<file path="config.mk">
export PLATFORM = sky130hd
export DESIGN_NAME = asram_ctrl
export DESIGN_NICKNAME = d
export VERILOG_FILES = /design/src/rtl/asram_pkg.sv /design/src/rtl/asram_cnt.sv /design/src/rtl/asram_seq.sv /design/src/rtl/asram_pins.sv /design/src/rtl/asram_ctrl.sv
export SDC_FILE = /design/constraint.sdc
export NUM_CORES = 1
export LEC_CHECK = 0
export BUFFER_PORTS_ARGS = -buffer_cell sky130_fd_sc_hd__buf_2
export CAP_MARGIN = 20
export CORE_UTILIZATION = 26
export DETAILED_ROUTE_END_ITERATION = 7
export PLACE_DENSITY = 0.61
export SKIP_LAST_GASP = 1
export SLEW_MARGIN = 20
export SYNTH_ARGS = -nofsm -noshare
export SYNTH_HDL_FRONTEND = slang
export SYNTH_SLANG_ARGS = --single-unit
</file>
<file path="constraint.sdc">
create_clock -name clk -period 1.6 [get_ports clk]
set_input_delay 0.48 -clock clk [delete_from_list [all_inputs] [get_ports clk]]
set_output_delay 0.48 -clock clk [all_outputs]
set_load 0.02 [all_outputs]
</file>
<file path="src/rtl/asram_pkg.sv">
// Shared types for the asynchronous SRAM controller.
// Assumes: control pins are active low; driver enable is active high.
package asram_pkg;

    typedef enum logic [2:0] {
        ST_IDLE,
        ST_RD_ACC,
        ST_TURN,
        ST_WR_PULSE,
        ST_WR_HOLD
    } seq_state_t;

    typedef struct packed {
        logic ce_n;
        logic oe_n;
        logic we_n;
        logic drv;
    } pin_ctl_t;

    localparam pin_ctl_t CTL_STANDBY = '{ce_n: 1'b1, oe_n: 1'b1, we_n: 1'b1, drv: 1'b0};
    localparam pin_ctl_t CTL_READ    = '{ce_n: 1'b0, oe_n: 1'b0, we_n: 1'b1, drv: 1'b0};
    localparam pin_ctl_t CTL_WPULSE  = '{ce_n: 1'b0, oe_n: 1'b1, we_n: 1'b0, drv: 1'b1};
    localparam pin_ctl_t CTL_WHOLD   = '{ce_n: 1'b0, oe_n: 1'b1, we_n: 1'b1, drv: 1'b1};

    // Round a nanosecond requirement up to whole clocks.
    function automatic int clocks_for(int ns, int clk_ns);
        return (ns + clk_ns - 1) / clk_ns;
    endfunction

    function automatic int max2(int a, int b);
        return (a > b) ? a : b;
    endfunction

    // Pin pattern that belongs to a sequencer state.
    function automatic pin_ctl_t ctl_of(seq_state_t s);
        case (s)
            ST_RD_ACC:   return CTL_READ;
            ST_WR_PULSE: return CTL_WPULSE;
            ST_WR_HOLD:  return CTL_WHOLD;
            default:     return CTL_STANDBY;
        endcase
    endfunction

endpackage

</file>
<file path="src/rtl/asram_cnt.sv">
// Down-counter that measures the length of a sequencer phase.
// Assumes: load has priority; the counter stops at zero.
module asram_cnt #(
    parameter int W = 2
) (
    input  logic         clk,
    input  logic         rst_n,
    input  logic         load,
    input  logic [W-1:0] load_val,
    output logic         zero
);

    logic [W-1:0] cnt;

    // Load a phase length or count down to zero.
    always_ff @(posedge clk) begin
        if (!rst_n)
            cnt <= '0;
        else if (load)
            cnt <= load_val;
        else if (cnt != '0)
            cnt <= cnt - 1'b1;
    end

    assign zero = (cnt == '0);

endmodule

</file>
<file path="src/rtl/asram_seq.sv">
// Transaction sequencer: accepts one request at a time and steps through
// read access, turnaround, write pulse and write hold phases.
// Assumes: every phase length is at least one clock.
module asram_seq
    import asram_pkg::*;
#(
    parameter int RD_CYC   = 1,
    parameter int WR_CYC   = 1,
    parameter int TURN_CYC = 1
) (
    input  logic     clk,
    input  logic     rst_n,
    input  logic     req_valid,
    input  logic     req_write,
    output logic     req_ready,
    output logic     accept,
    output logic     capture,
    output pin_ctl_t ctl_next
);

    localparam int MAXC = max2(max2(RD_CYC, WR_CYC), TURN_CYC);
    localparam int CW   = $clog2(MAXC + 1);
    localparam logic [CW-1:0] RD_LD   = CW'(RD_CYC - 1);
    localparam logic [CW-1:0] WR_LD   = CW'(WR_CYC - 1);
    localparam logic [CW-1:0] TURN_LD = CW'(TURN_CYC - 1);

    seq_state_t    state, state_nxt;
    logic          last_rd;
    logic          ld;
    logic [CW-1:0] ld_val;
    logic          cnt_zero;

    asram_cnt #(.W(CW)) u_cnt (
        .clk      (clk),
        .rst_n    (rst_n),
        .load     (ld),
        .load_val (ld_val),
        .zero     (cnt_zero)
    );

    assign req_ready = (state == ST_IDLE);
    assign accept    = req_ready && req_valid;

    // Next-state decision and phase-length loading.
    always_comb begin
        state_nxt = state;
        ld        = 1'b0;
        ld_val    = '0;
        capture   = 1'b0;
        case (state)
            ST_IDLE: begin
                if (req_valid) begin
                    ld = 1'b1;
                    if (!req_write) begin
                        state_nxt = ST_RD_ACC;
                        ld_val    = RD_LD;
                    end else if (last_rd) begin
                        state_nxt = ST_TURN;
                        ld_val    = TURN_LD;
                    end else begin
                        state_nxt = ST_WR_PULSE;
                        ld_val    = WR_LD;
                    end
                end
            end
            ST_RD_ACC: begin
                if (cnt_zero) begin
                    state_nxt = ST_IDLE;
                    capture   = 1'b1;
                end
            end
            ST_TURN: begin
                if (cnt_zero) begin
                    state_nxt = ST_WR_PULSE;
                    ld        = 1'b1;
                    ld_val    = WR_LD;
                end
            end
            ST_WR_PULSE: begin
                if (cnt_zero)
                    state_nxt = ST_WR_HOLD;
            end
            ST_WR_HOLD: state_nxt = ST_IDLE;
            default:    state_nxt = ST_IDLE;
        endcase
    end

    assign ctl_next = ctl_of(state_nxt);

    // State register.
    always_ff @(posedge clk) begin
        if (!rst_n)
            state <= ST_IDLE;
        else
            state <= state_nxt;
    end

    // Remember whether the memory drove the bus last, for the turnaround.
    always_ff @(posedge clk) begin
        if (!rst_n)
            last_rd <= 1'b0;
        else if (capture)
            last_rd <= 1'b1;
        else if (state_nxt == ST_WR_PULSE)
            last_rd <= 1'b0;
    end

    AST_TURN_BEFORE_DRIVE: assert property (@(posedge clk) disable iff (!rst_n)
        (state == ST_IDLE && accept && req_write && last_rd) |=> (state == ST_TURN));

endmodule

</file>
<file path="src/rtl/asram_pins.sv">
// Pin register stage: every memory-side output comes from a flop.
// Assumes: the address and write data are loaded only when a request is accepted.
module asram_pins
    import asram_pkg::*;
#(
    parameter int ADDR_W = 15,
    parameter int DATA_W = 8
) (
    input  logic              clk,
    input  logic              rst_n,
    input  pin_ctl_t          ctl_next,
    input  logic              load,
    input  logic [ADDR_W-1:0] addr_in,
    input  logic [DATA_W-1:0] data_in,
    output logic [ADDR_W-1:0] mem_addr,
    output logic [DATA_W-1:0] mem_dq_out,
    output logic              mem_dq_oe,
    output logic              mem_ce_n,
    output logic              mem_oe_n,
    output logic              mem_we_n
);

    pin_ctl_t ctl_q;

    // Control pins: standby in reset, otherwise the sequencer's next pattern.
    always_ff @(posedge clk) begin
        if (!rst_n)
            ctl_q <= CTL_STANDBY;
        else
            ctl_q <= ctl_next;
    end

    // Address and data are captured once per accepted request.
    always_ff @(posedge clk) begin
        if (!rst_n) begin
            mem_addr   <= '0;
            mem_dq_out <= '0;
        end else if (load) begin
            mem_addr   <= addr_in;
            mem_dq_out <= data_in;
        end
    end

    assign mem_ce_n  = ctl_q.ce_n;
    assign mem_oe_n  = ctl_q.oe_n;
    assign mem_we_n  = ctl_q.we_n;
    assign mem_dq_oe = ctl_q.drv;

    AST_NO_WE_OE_OVERLAP: assert property (@(posedge clk) disable iff (!rst_n)
        !(!mem_we_n && !mem_oe_n));
    AST_NO_DRIVE_ON_READ: assert property (@(posedge clk) disable iff (!rst_n)
        mem_dq_oe |-> mem_oe_n);
    AST_WPULSE_DRIVES: assert property (@(posedge clk) disable iff (!rst_n)
        !mem_we_n |-> (mem_dq_oe && !mem_ce_n));
    AST_HOLD_AFTER_WE: assert property (@(posedge clk) disable iff (!rst_n)
        $rose(mem_we_n) |-> (mem_dq_oe && !mem_ce_n && $stable(mem_dq_out)));
    AST_ADDR_STABLE: assert property (@(posedge clk) disable iff (!rst_n)
        (!mem_ce_n && $past(!mem_ce_n)) |-> $stable(mem_addr));
    AST_TURN_GAP: assert property (@(posedge clk) disable iff (!rst_n)
        $rose(mem_dq_oe) |-> ($past(mem_oe_n, 1) && $past(mem_oe_n, 2)));

endmodule

</file>
<file path="src/rtl/asram_ctrl.sv">
// Asynchronous SRAM controller top: valid/ready request side, registered
// read response, flop-driven memory pins.
// Assumes: one request in flight; mem_dq_in is the resolved pin value.
module asram_ctrl
    import asram_pkg::*;
#(
    parameter int ADDR_W      = 15,
    parameter int DATA_W      = 8,
    parameter int CLK_NS      = 10,
    parameter int T_ACCESS_NS = 10,
    parameter int T_WPULSE_NS = 8,
    parameter int T_WCYCLE_NS = 10,
    parameter int T_RELEASE_NS = 5
) (
    input  logic              clk,
    input  logic              rst_n,
    input  logic              req_valid,
    output logic              req_ready,
    input  logic              req_write,
    input  logic [ADDR_W-1:0] req_addr,
    input  logic [DATA_W-1:0] req_wdata,
    output logic              rsp_valid,
    output logic [DATA_W-1:0] rsp_rdata,
    output logic [ADDR_W-1:0] mem_addr,
    input  logic [DATA_W-1:0] mem_dq_in,
    output logic [DATA_W-1:0] mem_dq_out,
    output logic              mem_dq_oe,
    output logic              mem_ce_n,
    output logic              mem_oe_n,
    output logic              mem_we_n
);

    localparam int RD_CYC   = max2(1, clocks_for(T_ACCESS_NS, CLK_NS));
    localparam int WR_CYC   = max2(max2(1, clocks_for(T_WPULSE_NS, CLK_NS)),
                                   clocks_for(T_WCYCLE_NS, CLK_NS) - 1);
    localparam int TURN_CYC = max2(1, clocks_for(T_RELEASE_NS, CLK_NS));

    logic     accept;
    logic     capture;
    pin_ctl_t ctl_next;

    asram_seq #(
        .RD_CYC   (RD_CYC),
        .WR_CYC   (WR_CYC),
        .TURN_CYC (TURN_CYC)
    ) u_seq (
        .clk       (clk),
        .rst_n     (rst_n),
        .req_valid (req_valid),
        .req_write (req_write),
        .req_ready (req_ready),
        .accept    (accept),
        .capture   (capture),
        .ctl_next  (ctl_next)
    );

    asram_pins #(
        .ADDR_W (ADDR_W),
        .DATA_W (DATA_W)
    ) u_pins (
        .clk        (clk),
        .rst_n      (rst_n),
        .ctl_next   (ctl_next),
        .load       (accept),
        .addr_in    (req_addr),
        .data_in    (req_wdata),
        .mem_addr   (mem_addr),
        .mem_dq_out (mem_dq_out),
        .mem_dq_oe  (mem_dq_oe),
        .mem_ce_n   (mem_ce_n),
        .mem_oe_n   (mem_oe_n),
        .mem_we_n   (mem_we_n)
    );

    // Register read data at the end of the access; pulse valid for one cycle.
    always_ff @(posedge clk) begin
        if (!rst_n) begin
            rsp_valid <= 1'b0;
            rsp_rdata <= '0;
        end else begin
            rsp_valid <= capture;
            if (capture)
                rsp_rdata <= mem_dq_in;
        end
    end

    AST_RSP_ONE_CYCLE: assert property (@(posedge clk) disable iff (!rst_n)
        rsp_valid |=> !rsp_valid);
    AST_RSP_AFTER_READ: assert property (@(posedge clk) disable iff (!rst_n)
        rsp_valid |-> ($past(!mem_oe_n) && $past(mem_we_n)));
    AST_READY_IS_IDLE: assert property (@(posedge clk) disable iff (!rst_n)
        req_ready |-> (mem_ce_n && !mem_dq_oe));

endmodule

</file>
==> results.md, run 1 <==
* Pwr Density at 1090 mW/mm^2
* Critical path fanouts, max at 9
* Syn Inst Count at around 180
* Maximum VDD drop at between 300 and 400 uV
* Total GRT Usage at 0.120
* Share of layout cells above drive strength 1 at 0.375
* First-pass GRT wire length at between 5 and 6 mm
* Most common cell after layout, fill and taps aside: buf_2
* TritonCTS clock tree: done
* Die area at 0.00608 sq mm
* Crit path largest cell delay at 0.38 ns
* GR Overflow Total at 0
* Largest net degree at the start of global routing at 33
* Syn_nets at 212
* ANT nets after route at 0
* Slew Limit Fails at 0
* Outcome: finished, final reports clean
* Die height at 78.0 um
* Vias in the first global route at about 1300
* Stages on worst setup path at 2
* # hold bufs at CTS at 0
* Number of enable flip-flop cells after synthesis at 0
* Seq cells post-synth at 41
* Clock transition at path regs at 0.08 ns
* Clk sinks at 41
* Top_reg_cell synth: dfxtp_1
* Startpoint class of the critical path: flop
* Register Area at 822 sq um
* Max clock buf depth at 2
* Clock Skews at 0.00612 ns
* FF-to-FF path depth at 4
* Period utilisation layout at 0.959
* WL final at approximately 3.5 mm
* Tot Pwr at 2.27 mW
* Post-synth top area share at 0.547
* Area Overhead vs Synth at 38.2%
* WS Path Type: reg2out
* Leading area contributor after synthesis: dfxtp_1
* WP data required at approximately 1.1 ns
* Critical Path Source: u_seq.state[1]
* I/O Pins at 72
* Most frequent cells in the layout: 71 x buf_2, 63 x nand2_1, 40 x dfxtp_1
* Hold_sp: mem_dq_in[3]
* Crit end category: primary output
* # rows at 27
* Avg Inst Size Synth at 8.48 sq um
* Sequential fraction of the synthesis area at 0.547
* Placer congestion estimate at 0.824
* Worst EP arrival at 1.05 ns
* Clk Latency, worst-skew pair at 0.29 ns
* Root Buffer Master: clkbuf_8
* WHS Path Cells at 3
* Max-cap check violation count at 0
* Area of the core at 0.00554 sq mm
* Top cells by area, synth: dfxtp_1 55%, nand2_1 16%, a21oi_1 11%
* LEAKAGE at 0.946 nW
* Residual DRC count at 0
* Htree depth at 2
* Die W at 78.0 um
* DR iter-0 viols at 38
* Initial Util at 0.271
* Yosys cell types at 28
* Initial antenna violation count at 0
* Fillers at a little over 600
* CP Cell Sequence: nor3_2 > buf_2
* Worst R2R Start: u_seq.state[1]
* FMAX at between 600 and 700 MHz
* Tmin final at 1.53 ns
* Top delay family on crit path: flip-flops
* Setup ws final at 0.0663 ns
* Asr flop ratio synth at 0
* Yosys warns at 0
* Worst min path class: in2reg
* Post-CTS Repair Setup Buffers at 0
* DR vias at 1400
* DP HPWL at 2.55 mm
* PortBufs at 71
* Cell Area, Synth at 0.00150 sq mm
* Routed length per instance at 10.9 um
* Multi-input gate area at about 610 sq um
* CTS buffer count at 5
* Post-place setup slack at 0.0374 ns
* CP max-delay cell: dfxtp_2
* Final Setup Violations at 0
* Final Hold Vio Count at 0
* Buf/Inv on CP at 1
* First-pass detailed-route iteration total at 4
* Via-to-Cell Ratio at about 4.3
* Antenna cells at 0
* Final #Nets at between 200 and 300
==> what timing repair did <==
action / CTS / global route
gates resized for setup: 1 / 1
gates cloned: 0 / 0
setup endpoints to repair: 1 / 1
==> sequential cells by signal, indices dropped and copies added (netlist names) <==
name               cells
rsp_rdata              8
rsp_valid              1
u_pins.mem_addr       15
u_pins.mem_ce_n        1
u_pins.mem_dq_oe       1
u_pins.mem_dq_out      8
u_pins.mem_oe_n        1
u_pins.mem_we_n        1
u_seq.last_rd          1
u_seq.state            3
u_seq.u_cnt.cnt        1
==> metal layers <==
layer	vias to the layer above	share of wire	GRT usage	wire length [um]
met5	-	0	0	0
met1	625	0.44	0.139	1540
met4	0	0.0060	0.0463	21
li1	723	-	-	-
met3	4	0.079	0.0447	277
met2	48	0.47	0.198	1660
==> worst paths after layout <==
| check | endpoint | slack, ns |
|---|---|---|
| min | rsp_rdata[3] | 0.42 |
| max | req_ready | 0.07 |
| max reg2reg | u_pins.mem_addr[14] | 0.14 |
| min reg2reg | u_pins.mem_addr[0] | 0.45 |
==> worst min-delay path, cell delays in order <==
cell and delay, ns:
buf_2 0.09, nand2_1 0.04, a21oi_1 0.05
==> per-stage QoR <==
stage	utilization	setup TNS, ns	cell area [sq um]	cells	hold WS, ns
6_report	0.374	0	2070	323	0.422
5_1_grt	0.374	-0.0198	2070	323	0.418
4_1_cts	0.374	0	2070	323	0.413
3_5_place_dp	0.355	0	1970	315	0.444
3_3_place_gp	0.355	0	1970	315	0.440
2_1_floorplan	-	0	1500	177	0.496
==> power breakdown <==
group          switching [mW]  internal (mW)  total, mW
Clock                   0.346          0.390      0.736
Sequential             0.0392           1.09       1.13
Combinational           0.237          0.168      0.404
Total                   0.622           1.65       2.27
==> final cells by class <==
cell class,instances,area share
timing repair buffer,79,0.212
inverter,2,0.00362
tap,72,0.0434
sequential,41,0.396
clock inverter,1,0.00241
multi-input combinational,121,0.296
clock buffer,7,0.0464
==> cells in the mapped netlist (2+ instances only) <==
cell type,number
o21ai_0,2
buf_2,5
nor4b_2,2
buf_6,2
dfxtp_1,41
clkbuf_1,5
nor2_1,2
a21oi_1,33
and2_1,3
nand2_1,63
inv_1,2
==> kinds of logic (layout without fill, tap and decap cells) <==
kind of cell | after synthesis | count (layout) | share of synthesized area
compound gates | 41 | 41 | 0.151
buf+inv | 15 | 89 | 0.0542
flops | 41 | 41 | 0.547
other cells | 1 | 1 | 0.00250
simple gates | 79 | 79 | 0.246
Note: power is estimated with default switching activity, not from simulation.
==> run 2, diff against run 1 <==
Settings changed: CORE_UTILIZATION 26 to 40, PLACE_DENSITY 0.61 to 0.82.
==> run 2 against run 1 <==
Global-route usage grew 4.7 points. Sequential share of layout area grew 0.79 points. Clock-buffer cell count fell by 2. Core utilization up 21 points. Via count is 1.6% higher. Combinational power increased by 1%. First-iteration DRC count rose to 3.0 times the previous value. Routed wire length is 8.7% lower. Largest power group unchanged.
==> results.md, run 2 (synthesis results as in run 1) <==
* WS Path Type: reg2out
* Pwr Density at 1070 mW/mm^2
* Outcome: finished, final reports clean
* Fillers at 315
* Post-DP Area at 0.00193 sq mm
* TritonCTS clock tree: done
* CP max-delay cell: dfxtp_2
* Die area at 0.00400 sq mm
* ANT nets after route at 0
* Most common cell after layout, fill and taps aside: buf_2
* Placer congestion estimate at 0.781
* Area Overhead vs Synth at 35.7%
* Setup TNS at 0 ns
* Total GRT Usage at 0.167
* Area of the core at 0.00347 sq mm
* Startpoint class of the critical path: flop
* Final Hold Vio Count at 0
* Post-layout instance area at 0.00204 sq mm
* CP Cell Sequence: buf_4 > nor3_4 > buf_4
* Initial Util at 0.433
* DR vias at 1423
* RSZ-0062 raised after global routing: no
* Share of layout cells above drive strength 1 at 0.378
* GR Overflow Total at 0
* Most frequent cells in the layout: 70 x buf_2, 63 x nand2_1, 39 x dfxtp_1
* I/O Pins at 72
* Max clock buf depth at 2
* # rows at 21
* Tmin final at between 1.5 and 2 ns
* Reg2Reg Capture Point: u_pins.mem_addr[6]
* DP HPWL at 2.31 mm
* Slew Limit Fails at 0
* Initial antenna violation count at 0
* Htree depth at 2
* First-pass GRT wire length at 5.10 mm
* Max FFs per register at 15
* FF-to-FF path depth at 4
* Post-CTS Repair Setup Buffers at 0
* DR iter-0 viols at 114
* Largest regs: u_pins.mem_addr: 15 flops, rsp_rdata: 8 flops, u_pins.mem_dq_out: 8 flops
* Internal reg-to-reg setup slack at 0.12 ns
* WL final at 3.20 mm
* Period utilisation layout at 0.962
* Antenna cells at 0
* Hold_sp: req_wdata[5]
* Final #Nets at 285
* Die W at 63.3 um
* Root Buffer Master: clkbuf_8
* Final Setup Violations at 0
* CTS buffer count at 5
* Stages on worst setup path at 3
* Worst setup path endpoint: req_ready
* Clk Latency, worst-skew pair at 0.29 ns
* Most common cell on crit path: buf_4
* Vias in the first global route at 1179
* Clock transition at path regs at 0.08 ns
* PortBufs at 71
* WP data required at 1.12 ns
* First-pass detailed-route iteration total at 4
* Critical Path Source: u_seq.state[0]
* Max-cap check violation count at 0
* Die height at 63.3 um
* Top delay family on crit path: flip-flops
* LEAKAGE at 0.940 nW
* Largest net degree at the start of global routing at 33
* Worst R2R Start: u_seq.state[2]
* Routed length per instance at 10.8 um
* Crit path largest cell delay at 0.34 ns
* Maximum VDD drop at approximately 500 uV
* Top reg by flops: u_pins.mem_addr
* Residual DRC count at 0
* Worst min path class: in2reg
* Buf/Inv on CP at 2
* FMAX at 650 MHz
* Clk sinks at just over 40
* Crit end category: primary output
* Worst EP arrival at 1.06 ns
* Clock Skews at 0.00575 ns
* Via-to-Cell Ratio at 4.79
* Hold WS at 0.417 ns
* Critical path fanouts, max at 7
-- run 2: repair_timing --
action                     in CTS  in global routing
gates resized for setup         2                  3
setup endpoints to repair       1                  2
hold buffers                    0                  0
cloned                          0                  0
-- run 2: power breakdown --
| part | switching, mW | internal, mW |
|---|---|---|
| clock | 0.337 | 0.300 |
| combinational | 0.239 | 0.171 |
| sequential | 0.0368 | 1.09 |
-- run 2: per-layer routing --
metal	GRT usage	up-vias	part of all wire
met5	0	-	0
li1	-	727	-
met1	0.181	635	0.43
met3	0.0688	6	0.082
met4	0.0852	0	0.012
met2	0.278	55	0.48
-- run 2: metrics by stage --
step | power (mW) | setup slack (ns) | cells | util
floorplan | 1.40 | 0.121 | 177 | -
global placement | 1.55 | 0.0690 | 289 | 0.558
detailed placement | 1.55 | 0.0442 | 289 | 0.558
CTS | 2.20 | 0.0265 | 297 | 0.584
global route | 2.30 | 0.00866 | 297 | 0.587
finish | 2.17 | 0.0605 | 297 | 0.587
-- run 2: worst min-delay path by stage --
stage                                       to  slack, ns  depth (start not counted)
after global routing      u_pins.mem_dq_out[4]       0.41                          3
final                     u_pins.mem_dq_out[5]       0.42                          3
after detailed placement    u_pins.mem_addr[4]       0.44                          2
after floorplan                  u_seq.last_rd       0.50                          2
after CTS                 u_pins.mem_dq_out[5]       0.40                          3
after global placement     u_pins.mem_addr[10]       0.44                          2
-- run 2: final cells by class --
| cell class | count | area (sq um) | area share |
|---|---|---|---|
| multi-input combinational | 121 | 619 | 0.304 |
| tap | 46 | 57.6 | 0.0283 |
| clock inverter | 3 | 17.5 | 0.00860 |
| timing repair buffer | 79 | 443 | 0.217 |
| clock buffer | 5 | 68.8 | 0.0338 |
| sequential | 41 | 823 | 0.404 |
| inverter | 2 | 7.51 | 0.00369 |
-- run 2: worst min-delay path, delay by kind of cell --
kind                   cells  cell delay, ns
buffers and inverters      1            0.09
AO/OA/AOI/OAI              1            0.05
AND/OR/NAND/NOR            1            0.04
==> run 3, diff against run 2 <==
==> constraint.sdc (replaced) <==
create_clock -name clk -period 1.6 [get_ports clk]
set_input_delay 0.48 -clock clk [delete_from_list [all_inputs] [get_ports clk]]
set_output_delay 0.48 -clock clk [all_outputs]
set_load 0.05 [all_outputs]
==> run 3 against run 2 <==
Non-clock buffer count grew 2. Critical path depth did not move. Total power rose by 17%. Sequential share of layout area shrank 0.98 points. Clock skew rose by 0.0010 ns. First-iteration DRC count fell by 19%. Cell count increased by 0.67%. Worst setup slack worse by 0.019 ns. Maximum frequency down 1.2%. Sequential power about the same. Hold slack improved by 0.0057 ns. Flip-flop and latch count unchanged. Largest cell class unchanged. Largest power group unchanged.
==> results.md, run 3 (synthesis results as in run 1) <==
* DP HPWL at 2.34 mm
* TritonCTS clock tree: done
* Max FFs per register at 15
* Crit path largest cell delay at 0.35 ns
* Antenna cells at 0
* Largest regs: u_pins.mem_addr: 15 flops, rsp_rdata: 8 flops, u_pins.mem_dq_out: 8 flops
* GRT met2 Usage at 0.305
* First-pass detailed-route iteration total at 4
* M1 GR Usage at 0.209
* Worst EP arrival at 1.08 ns
* Final #Nets at 287
* WS Path Type: reg2out
* Clk Latency, worst-skew pair at 0.29 ns
* Root Buffer Master: clkbuf_8
* RSZ-0062 raised after global routing: no
* Total GRT Usage at 0.178
* Area of the core at 0.00347 sq mm
* Worst min path class: in2reg
* Max clock buf depth at 2
* Initial antenna violation count at 0
* Routed length per instance at 11.3 um
* Die area at between 0.004 and 0.005 sq mm
* Clock transition at path regs at 0.08 ns
* Most frequent cells in the layout: 70 x buf_2, 63 x nand2_1, 40 x dfxtp_1
* Most common cell after layout, fill and taps aside: buf_2
* CP Cell Sequence: buf_4 > nor3_4 > buf_6
* Outcome: finished, final reports clean
* Critical path fanouts, max at 4
* Setup TNS at 0 ns
* Clock Skews at 0.00680 ns
* Vias in the first global route at 1296
* # rows at 21
* Max-cap check violation count at 0
* PortBufs at 71
* Largest net degree at the start of global routing at 33
* Global route hottest layer: met2
* Top reg by flops: u_pins.mem_addr
* Area Overhead vs Synth at 39.3%
* FMAX at between 600 and 700 MHz
* LEAKAGE at 0.965 nW
* Clk sinks at 41
* Crit end category: primary output
* Tmin final at 1.56 ns
* WP data required at about 1.1 ns
* Htree depth at 2
* CP max-delay cell: dfxtp_4
* CTS buffer count at 5
* Share of layout cells above drive strength 1 at 0.379
* Pwr Density at roughly 1200 mW/mm^2
* Via-to-Cell Ratio at 4.72
* Die height at 63.3 um
* Slew Limit Fails at 0
* # hold bufs at CTS at 0
* WL final at 3.37 mm
* Placer congestion estimate at 0.815
* Startpoint class of the critical path: flop
* Period utilisation layout at 0.974
* Die W at 63.3 um
* Maximum VDD drop at 617 uV
* I/O Pins at 72
* Hold WS at 0.423 ns
* GR Overflow Total at 0
* Final Setup Violations at 0
* First-pass GRT wire length at 5.57 mm
* Final Hold Vio Count at 0
* Grt met3 use at 0.0507
* DR iter-0 viols at 92
* ANT nets after route at 0
* Fillers at 319
* DR vias at 1411
* Residual DRC count at 0
* Initial Util at 0.433
## run 3: cell count changes in the layout (fill, tap and decap cells not counted)
cell       delta
clkbuf_8      +1
bufinv_16     +1
dfxtp_2       -2
buf_6         +1
buf_4         +1
dfxtp_4       +1
dfxtp_1       +1
clkinv_2      -2
## run 3: worst max-delay path: cells and delay by family, from the launching register on
kind / cells / cell delay (ns)
flops: 1 / 0.35
buf+inv: 2 / 0.33
simple gates: 1 / 0.12
## run 3: layout make-up
class                      count  area (sq um)  area share
sequential                    41           825       0.394
inverter                       2          7.51     0.00359
clock buffer                   6          82.6      0.0395
tap                           46          57.6      0.0275
clock inverter                 2          37.5      0.0180
multi-input combinational    121           619       0.296
timing repair buffer          81           462       0.221
## run 3: per-layer routing
layer / share of wire / vias up
met1: 0.45 / 626
met2: 0.48 / 51
met4: 0.011 / 0
met5: 0 / -
li1: - / 729
met3: 0.063 / 5
## run 3: final timing paths
| check | from | end | slack [ns] | depth (start not counted) |
|---|---|---|---|---|
| setup / recovery | u_seq.state[0] | req_ready | 0.04 | 3 |
| hold / removal | req_addr[1] | u_pins.mem_addr[1] | 0.42 | 3 |
| setup reg to reg | u_seq.state[0] | u_pins.mem_addr[2] | 0.10 | 5 |
| hold reg to reg | rsp_rdata[5] | rsp_rdata[5] | 0.45 | 2 |
## run 3: per-stage QoR
| stage | instances | utilization | instance area, sq um | power (mW) | worst slack (ns) |
|---|---|---|---|---|---|
| 3_3_place_gp | 290 | 0.561 | 1950 | 1.69 | 0.0656 |
| 5_1_grt | 299 | 0.603 | 2090 | 2.67 | 0.00562 |
| 3_5_place_dp | 290 | 0.561 | 1950 | 1.70 | 0.0394 |
| 4_1_cts | 299 | 0.603 | 2090 | 2.57 | 0.0282 |
| 2_1_floorplan | 177 | - | 1510 | 1.54 | 0.0329 |
| 6_report | 299 | 0.603 | 2090 | 2.54 | 0.0417 |
## run 3: timing repair
item / 4_1_cts / 5_1_grt
setup buffers: 1 / 0
resized for setup: 5 / 0
endpoints found under the setup margin: 1 / 0
## run 3: power by group
group          switching (mW)  internal, mW  total (mW)
clock network           0.345         0.507       0.852
logic                   0.388         0.179       0.567
registers              0.0351          1.09        1.12
total                   0.768          1.77        2.54
